===== src/rtl/tmr_clksel.sv =====
module tmr_clksel #(
  parameter int PRE_W = 13
) (
  input  logic       clk,
  input  logic       rst_n,
  input  logic       run,
  input  logic       evt_pin,
  input  logic       wr_en,
  input  logic       wr_bit,
  input  logic [2:0] wr_bit_idx,
  input  logic [7:0] wr_data,
  output logic [7:0] rd_data,
  output logic       cnt_en,
  output logic       wr_err
);
  logic [2:0]       sel_q;
  logic [PRE_W-1:0] pre_q;
  logic [2:0]       pin_q;
  logic             wr_any, rise, fall;
  logic [7:0]       src;

  assign wr_any = wr_en | wr_bit;

  always_ff @(posedge clk or negedge rst_n) begin
    if (!rst_n) begin
      sel_q  <= '0;
      wr_err <= 1'b0;
    end else if (wr_any) begin
      if (run) wr_err <= 1'b1;
      else if (wr_en) sel_q <= wr_data[2:0];
      else if (wr_bit_idx < 3'd3) sel_q[wr_bit_idx[1:0]] <= wr_data[0];
    end
  end

  assign rd_data = {5'b0, sel_q};

  always_ff @(posedge clk or negedge rst_n) begin
    if (!rst_n) pre_q <= '0;
    else if (!run) pre_q <= '0;
    else pre_q <= pre_q + 1'b1;
  end

  always_ff @(posedge clk or negedge rst_n) begin
    if (!rst_n) pin_q <= '0;
    else pin_q <= {pin_q[1:0], evt_pin};
  end

  assign rise = pin_q[1] & ~pin_q[2];
  assign fall = ~pin_q[1] & pin_q[2];

  assign src[0] = fall;
  assign src[1] = rise;
  assign src[2] = 1'b1;
  assign src[3] = pre_q[0];
  assign src[4] = &pre_q[1:0];
  assign src[5] = &pre_q[5:0];
  assign src[6] = &pre_q[7:0];
  assign src[7] = &pre_q[PRE_W-1:0];

  assign cnt_en = run & src[sel_q];

  p_idle_r5: assert property (@(posedge clk) disable iff (!rst_n) !run |-> !cnt_en);
  p_locked_r8: assert property (@(posedge clk) disable iff (!rst_n) (run && wr_any) |=> $stable(sel_q));
  p_errset_r8: assert property (@(posedge clk) disable iff (!rst_n) (run && wr_any) |=> wr_err);
  p_sticky_r8: assert property (@(posedge clk) disable iff (!rst_n) wr_err |=> wr_err);
  p_single_r2: assert property (@(posedge clk) disable iff (!rst_n) (cnt_en && sel_q < 3'd2) |=> !cnt_en);
  p_half_r4: assert property (@(posedge clk) disable iff (!rst_n) (cnt_en && sel_q == 3'd3) |=> !cnt_en);
endmodule


===== config.mk =====
export PLATFORM = sky130hd
export DESIGN_NAME = tmr_clksel
export DESIGN_NICKNAME = d
export VERILOG_FILES = /design/src/rtl/tmr_clksel.sv
export SDC_FILE = /design/constraint.sdc
export NUM_CORES = 1
export LEC_CHECK = 0
export ABC_CLOCK_PERIOD_IN_PS = 3600
export BUFFER_PORTS_ARGS = -buffer_cell sky130_fd_sc_hd__buf_4
export CORE_AREA = 8 8 72 49
export DETAILED_ROUTE_END_ITERATION = 16
export DIE_AREA = 0 0 80 57
export PLACE_DENSITY_LB_ADDON = 0.25
export SYNTH_ARGS = -nofsm -noshare
export SYNTH_HDL_FRONTEND = slang
export SYNTH_SLANG_ARGS = --single-unit
export TNS_END_PERCENT = 50

===== constraint.sdc =====
create_clock -name clk -period 3.6 [get_ports clk]
set_input_delay 0.9 -clock clk [delete_from_list [all_inputs] [get_ports clk]]
set_output_delay 0.9 -clock clk [all_outputs]
set_load 0.01 [all_outputs]

Word level (Yosys, flattened, before mapping) --
Index checks and enable logic that the tools add are counted.
Word-level totals: bits in registers 20, bits in latches 0, RAM bits 0, ROM bits 0, word-level logic and storage cells 32, memories kept 0
Operators by class: add/subtract/negate cells 1, multiply operators 0, divide/modulo/power cells 0, $lt $le $gt $ge 4, equality and inequality tests 0, shifts and indexed selects 0, multiplexer cells 8, bitwise gates (word level) 7, reduce and logical (&&, ||, !) cells 8
Operators by type and width (number):
- $add 13x1->13 const B | 1
- $mux 13 | 1
- $reduce_and 13->1 | 1
- $reduce_and 8->1 | 1
- $mux 3 | 2
- $reduce_and 6->1 | 1
- $lt 3x4->1 const B | 1
- $reduce_and 2->1 | 2
- $and 1x1->1 | 3
- $bmux 1 s3 | 1
- $bwmux 3 | 1
- $lt 2x3->1 const B | 1
- $lt 3x2->1 const B | 1
- $not 1->1 | 3
- $reduce_and 3->1 | 1
- $demux 1 s2 | 1
- $ge 2x1->1 const B | 1
- $mux 1 | 2
- $reduce_bool 2->1 | 1
- $logic_and 1x1->1 | 1
- $or 1x1->1 | 1

Logic depth before layout (Yosys ltp) --
Gate-level depths: netlist (run 1).
depth in word-level cells 7, gate-level depth with buffers 5, mapped depth without buffers 5

Worst setup path before layout (run 1) --
OpenSTA, ideal clock, no wires.
kind register -> output, from register pre_q[0], to output port cnt_en, arrival time 1374 ps, data required time 2700 ps, setup slack 1326 ps, cell stages (with the launch flop) 6, cells stage by stage dfrtp_1 -> ha_1 -> nand3_2 -> nor2_4 -> a311oi_1 -> a311oi_1
On the way: longest elaborated chain between the ends 4, elaborated cells on any way between the ends 7
RTL lines:
- from (decl) | line 17 | logic [PRE_W-1:0] pre_q;
- from (signal assigned) | line 40 | else pre_q <= pre_q + 1'b1;
- $reduce_and 13->1 (tied with other cells) | line 58 | assign src[7] = &pre_q[PRE_W-1:0];
- $bmux 1 s3 (*) | line 60 | assign cnt_en = run & src[sel_q];
- $mux 1 (implied by the code) (*) | line 60
- $and 1x1->1 (*) | line 60
- to (decl) | line 13 | output logic cnt_en,
Mark *: on every way between the ends. The rest lies on a longest branch, timed or not. The select of a mux whose other input is x is not followed.

Final worst setup path (run 1) --
Ends and elaborated chain as after synthesis.

==> flow_summary_export.csv, run 1 <==
group,metric,value,unit
power_and_ir_drop,leakage_power_figure,0.000522,uW
sta,totalNegativeSetupSlack,0,ns
critical_path,critPathTopFamily,"flip-flops",
logic_synthesis,dominantRegCellSynth,"dfrtp_1",
global_routing,global_routing_met2_resource_utilization,0.134,
clock_tree,cts-buffers-inserted,3,
clock_tree,cts-root-to-sink-buffers,2,
logic_synthesis,synth_cells,105,
floorplan,floorplan.initialDensity,0.401,
sta,setup_viol_count_final,0,
logic_synthesis,synth.yosys.warnings,0,
logic_synthesis,yosys-top-cells-count,"20 x dfrtp_1, 13 x nor2_1, 8 x xnor2_1, 6 x o21ai_0",
global_routing,gr-total-overflow,0,
logic_synthesis,mappedNetlistArea,1040,um^2
logic_synthesis,distinct_cell_type_count_of_the_synthesized_netlist,30,
critical_path,worstPathCellList,"ha_1, nand3_2, nor2_4, a311oi_1, a311oi_1, buf_4",
layout,syn_to_final_growth,17.1,%
clock_tree,ctsHoldBuffers,0,
critical_path,cp_num_cells,6,
sta,fin_worst_skew,0.00653,ns
routing,detail_route.iter0.violations,41,
power_and_ir_drop,power_density,377,nW/um^2
critical_path,worstSetupEndpoint,"cnt_en",
global_routing,globalRouteTotalUtil,0.0954,
clock_tree,cts_tree,"done",
global_routing,grt_first_pass_wirelength,3.46,mm
logic_synthesis,yosysTopAreaCellShare,0.481,
global_routing,first_global_vias,748,
floorplan,die_height,57,um
power_and_ir_drop,irDropWorstVdd,0.000158,V
critical_path,worstPathRequired,2.70,ns
global_routing,top_usage_layer,"met2",
logic_synthesis,main_combinational_cell_family_by_area_after_synthesis,"simple AND/OR/NAND/NOR gates",
floorplan,io_pins,27,
layout,ratio_of_cells_with_drive_above_1_in_the_final_layout,0.197,
global_routing,grtUsageMet3,0.0392,
floorplan,floorplan.core_area,2590,um^2
sta,timing.hold.ws,0.358,ns
placed_design,port-buffer-count,16,
clock_tree,clk_pin_slew_worst_paths,0.07,ns
status,run_status,"finished clean",
layout,post-route-util,0.470,
global_routing,grt_start_max_net_pins,21,
floorplan,die_width,80,um
clock_tree,cts_sinks,20,
critical_path,reg2reg_depth,5,
clock_tree,cts.root.buffer_cell,"clkbuf_8",
routing,number_of_iterations_in_the_first_detailed_routing_pass,4,
routing,wl,2.02,mm
routing,route.detailed.wl_per_inst,13.0,um
placed_design,detailed_place_hpwl,1.61,mm
clock_tree,h-tree-depth,1,
run,cap_violations,0,
hold_path,worstHoldPathCells,0,
critical_path,critical-path-slowest-cell,"dfrtp_1",
routing,ant_nets,0,
critical_path,r2r-start,"pre_q[0]$_DFF_PN0_",
routing,drc,0,
sta,grt_setup_unrepaired,"false",
floorplan,rows,15,
logic_synthesis,complex_gate_fraction_of_the_synthesized_area,0.101,
critical_path,worst_path_most_repeated_cell,"a311oi_1",
clock_tree,post_cts_resized,0,
layout,diodes,0,
logic_synthesis,post_synth.cell_area_avg,9.90,um^2
sta,timing.final.crit_share,0.759,
critical_path,cp-start-kind,"flop",
logic_synthesis,yosys_register_bits,20,
routing,viasPerCell,4.92,
logic_synthesis,synthesized_area_fraction_occupied_by_adder_cells,0.0120,
sta,hold_violations,0,
logic_synthesis,post_synth_and_or_nand_nor_area_fraction,0.238,
clock_tree,clk_latency,0.25,ns
logic_synthesis,yosysMostFrequentCell,"dfrtp_1",
logic_synthesis,yosys-top-cells-area,"dfrtp_1 48%, xnor2_1 6.7%, nor2_1 4.7%, buf_4 3.6%, nor2b_1 3.0%",
logic_synthesis,synthXorXnorAreaFrac,0.0758,
sta,maxClockFrequency,0.366,GHz
placed_design,gp_congestion,0.856,
critical_path,reg2reg_setup_slack,2.10,ns
critical_path,critical_path_buffer_and_inverter_count,1,
critical_path,critical-path-max-stage-delay,0.45,ns
hold_path,hold_path_class,"flop to flop",
critical_path,crit_path_capture_type,"output port",
floorplan,dieArea,4560,um^2
critical_path,crit_fanout,6,
logic_synthesis,seq_area_frac_synth,0.481,
sta,final.min_clock_period,2.73,ns
logic_synthesis,synth_top_area_cell,"dfrtp_1",
logic_synthesis,synth-async-reset-ratio,1.00,
critical_path,critical_path.reg2reg.endpoint,"pre_q[12]$_DFF_PN0_",
layout,nets,142,
sta,max_transition_viols_final,0,
global_routing,globalRouteMet1Util,0.131,
routing,via_count,767,
critical_path,timing.critical_path.arrival,1.83,ns
logic_synthesis,number_of_enable_flip_flop_cells_after_synthesis,0,
critical_path,criticalPathCategory,"flop to output port",
global_routing,antenna_found_initial,0,
critical_path,critical_path_launch_point,"pre_q[0]$_DFF_PN0_",
logic_synthesis,share_of_cell_area_taken_by_muxes_after_synthesis,0.0301,
clock_tree,post-cts-setup-buffers,0,
layer usage:
layer  up-vias  routed length [um]
met5         -                   0
met4         0                  14
met3         2                 125
met2        20                 877
met1       361                1010
li1        384                   -
placed cells by master, fill, tap and decap left out, drive strengths merged, types with 2 or more instances in the layout:
cell / instances
o21ai: 6
mux2i: 2
o211ai: 2
a311oi: 2
inv: 5
nand4: 4
buf: 16
a21oi: 5
or3: 2
nor2: 14
nand2b: 2
nor3: 5
nand3: 4
dfrtp: 20
nor2b: 5
nand2: 5
conb: 5
xnor2: 8
clkbuf: 3
sequential cells by signal, summed over array words and instances (netlist names):
| register | count |
|---|---|
| pre_q | 13 |
| pin_q | 3 |
| sel_q | 3 |
| wr_err | 1 |
how the worst min path moves through the flow:
stage | endpoint | slack (ns) | startpoint
floorplan | pin_q[1]$_DFF_PN0_ | 0.33 | pin_q[0]$_DFF_PN0_
finish | pin_q[1]$_DFF_PN0_ | 0.36 | pin_q[0]$_DFF_PN0_
detailed placement | pin_q[1]$_DFF_PN0_ | 0.35 | pin_q[0]$_DFF_PN0_
CTS | pin_q[1]$_DFF_PN0_ | 0.36 | pin_q[0]$_DFF_PN0_
global route | pin_q[1]$_DFF_PN0_ | 0.37 | pin_q[0]$_DFF_PN0_
global placement | pin_q[1]$_DFF_PN0_ | 0.34 | pin_q[0]$_DFF_PN0_
through the flow:
| step | total power [uW] | cell area (um^2) | cells | setup slack (ns) |
|---|---|---|---|---|
| finish | 459 | 1220 | 156 | 0.869 |
| detailed placement | 324 | 1180 | 153 | 1.04 |
| global placement | 322 | 1180 | 153 | 1.00 |
| global route | 484 | 1220 | 156 | 0.726 |
| floorplan | 289 | 1050 | 109 | 1.33 |
| CTS | 467 | 1220 | 156 | 0.875 |
logic make-up after synthesis:
family	count (synthesis)
buffers and inverters	11
XOR/XNOR	9
other	1
AO/OA/AOI/OAI	17
adder cells (fa/ha/maj)	1
flip-flops	20
multiplexers	3
AND/OR/NAND/NOR	43
layout make-up:
cell class                 instances  area, um^2
clock buffer                       3        41.3
fill                             248        1370
inverter                           5        18.8
multi-input combinational         78         494
sequential                        20         500
tap                               34        42.5
timing repair buffer              16         120
power by group:
group | total, uW | switching, uW | internal, uW
clock network | 140 | 65.4 | 74.3
registers | 250 | 15.0 | 236
logic | 68.3 | 33.9 | 34.4
total | 459 | 114 | 344
Note: power is estimated with default switching activity, not from simulation.
==> run 2: changes to the inputs <==
--- a/config.mk
+++ b/config.mk
@@ -5,7 +5,7 @@
 export SDC_FILE = /design/constraint.sdc
 export NUM_CORES = 1
 export LEC_CHECK = 0
-export ABC_CLOCK_PERIOD_IN_PS = 3600
+export ABC_CLOCK_PERIOD_IN_PS = 2400
 export BUFFER_PORTS_ARGS = -buffer_cell sky130_fd_sc_hd__buf_4
 export CORE_AREA = 8 8 72 49
 export DETAILED_ROUTE_END_ITERATION = 16
==> constraint.sdc (replaced) <==
create_clock -name clk -period 2.4 [get_ports clk]
set_input_delay 0.6 -clock clk [delete_from_list [all_inputs] [get_ports clk]]
set_output_delay 0.6 -clock clk [all_outputs]
set_load 0.01 [all_outputs]
==> run 2 against run 1 <==
Against the previous run: clock skew increased by 0.0024 ns; worst setup slack got worse by 0.73 ns; combinational power increased by 58%; total power increased by 50%; register-to-register slack got worse by 1.2 ns; global-route usage increased by 0.52 points; die area unchanged; clock power increased by 47%; wire length increased by 5.8%; critical path depth unchanged; non-clock buffer count increased by 3.
==> flow_summary_export.csv, run 2 (synthesis gave the netlist of run 1 again) <==
group,metric,value,unit
status,run_status,"finished clean",
layout,syn_to_final_growth,19.3,%
sta,hold_violations,0,
clock_tree,cts-root-to-sink-buffers,2,
critical_path,criticalPathCategory,"flop to output port",
clock_tree,post_cts_resized,0,
floorplan,io_pins,27,
global_routing,antenna_found_initial,0,
critical_path,timing.critical_path.arrival,1.66,ns
clock_tree,post-cts-setup-buffers,0,
sta,totalNegativeSetupSlack,0,ns
sta,final.min_clock_period,2.26,ns
layout,top_regs,"pre_q: 13 flops, pin_q: 3 flops, sel_q: 3 flops",
layout,layout.cell_area.non_filler,1240,um^2
global_routing,grt_first_pass_wirelength,3.60,mm
clock_tree,clk_latency,0.25,ns
placed_design,detailed_place_hpwl,1.71,mm
critical_path,worst_path_most_repeated_cell,"a311oi_1",
routing,number_of_iterations_in_the_first_detailed_routing_pass,6,
layout,ratio_of_cells_with_drive_above_1_in_the_final_layout,0.216,
sta,max_transition_viols_final,0,
power_and_ir_drop,clockPowerShare,0.299,
routing,ant_nets,0,
floorplan,floorplan.initialDensity,0.401,
global_routing,gr-total-overflow,0,
critical_path,crit_fanout,3,
placed_design,postPlaceCellArea,1200,um^2
floorplan,die_height,57,um
power_and_ir_drop,irDropWorstVdd,0.000351,V
sta,timing.hold.ws,0.209,ns
routing,detail_route.iter0.violations,60,
power_and_ir_drop,leakage_power_figure,0.000536,uW
floorplan,floorplan.core_area,2590,um^2
placed_design,placed_cells_incl_taps,156,
clock_tree,clk_pin_slew_worst_paths,0.07,ns
clock_tree,cts.root.buffer_cell,"clkbuf_8",
critical_path,worstPathRequired,1.80,ns
run,cap_violations,0,
sta,maxClockFrequency,0.443,GHz
placed_design,port-buffer-count,16,
hold_path,hold_path_class,"primary input to asynchronous set/reset pin",
routing,route.detailed.wl_per_inst,13.5,um
critical_path,critical-path-max-stage-delay,0.39,ns
layout,final_cell_mix,"20 x dfrtp_1, 19 x buf_4, 13 x nor2_1",
layout,post-route-util,0.479,
layout,nets,145,
routing,viasPerCell,4.91,
routing,drc,0,
global_routing,first_global_vias,765,
sta,timing.final.crit_share,0.941,
power_and_ir_drop,power.share.sequential,0.545,
floorplan,rows,15,
placed_design,gp_congestion,0.742,
clock_tree,h-tree-depth,1,
layout,post_layout_nonfiller_instances,159,
clock_tree,cts-buffers-inserted,3,
floorplan,dieArea,4560,um^2
global_routing,globalRouteTotalUtil,0.101,
power_and_ir_drop,combinational_fraction_of_design_power,0.156,
routing,via_count,781,
critical_path,critical-path-slowest-cell,"dfrtp_1",
sta,setup_viol_count_final,0,
critical_path,worstPathCellList,"ha_1, nand3_2, nor2_4, a311oi_1, a311oi_1, buf_4",
clock_tree,cts_sinks,20,
power_and_ir_drop,p_sw,171,uW
layout,diodes,0,
layout,top_register,"pre_q",
sta,grt_setup_unrepaired,"false",
clock_tree,cts_tree,"done",
sta,fin_worst_skew,0.00896,ns
critical_path,cp-start-kind,"flop",
layout,layout_commonest_cell,"dfrtp_1",
global_routing,grt_start_max_net_pins,21,
routing,wl,2.14,mm
clock_tree,ctsHoldBuffers,0,
power_and_ir_drop,sw_frac_of_total,0.248,
layout,largest_reg_flops,13,
floorplan,die_width,80,um
power_and_ir_drop,p_int,519,uW
critical_path,crit_path_capture_type,"output port",
power_and_ir_drop,power_density,556,nW/um^2
-- run 2: power groups by stage --
stage	sequential (uW)	combinational, uW	clock [uW]
final	376	108	206
after global routing	380	120	230
after CTS	377	109	217
after detailed placement	383	109	0
after global placement	381	107	0
after floorplan	380	53.8	0
-- run 2: routing by layer --
layer,vias up,global-route usage,wire [um]
li1,391,-,-
met1,368,0.139,1130
met2,20,0.141,872
met3,2,0.0408,123
met4,0,0.0232,14
met5,-,0,0
-- run 2: per-stage QoR --
stage | total power, uW | worst slack (ns)
floorplan | 434 | 0.426
global placement | 488 | 0.446
detailed placement | 492 | 0.414
CTS | 703 | 0.129
global route | 731 | 0.00563
finish | 690 | 0.142
-- run 2: area by class of cell --
type | count | area [um^2]
clock buffer | 3 | 41.3
inverter | 5 | 18.8
timing repair buffer | 19 | 143
multi-input combinational | 78 | 494
fill | 268 | 1350
tap | 34 | 42.5
sequential | 20 | 500
-- run 2: path summary, 6_finish.rpt --
path | start | end | slack, ns | cells past startpoint
max in group asynchronous | rst_n | sel_q[0]$_DFFE_PN0P_ | 1.98 | 1
max reg2reg | pre_q[1]$_DFF_PN0_ | pre_q[6]$_DFF_PN0_ | 0.94 | 5
max | pre_q[1]$_DFF_PN0_ | cnt_en | 0.14 | 6
min | rst_n | sel_q[1]$_DFFE_PN0P_ | 0.21 | 1
min in group clk | pin_q[0]$_DFF_PN0_ | pin_q[1]$_DFF_PN0_ | 0.35 | 0
min reg2reg | pin_q[0]$_DFF_PN0_ | pin_q[1]$_DFF_PN0_ | 0.35 | 0
-- run 2: worst max-delay path, delay by kind of cell (launching register included) --
family,cells,cell delay [ns]
flip-flops,1,0.39
AO/OA/AOI/OAI,2,0.36
adder cells (fa/ha/maj),1,0.25
AND/OR/NAND/NOR,2,0.25
buffers and inverters,1,0.17
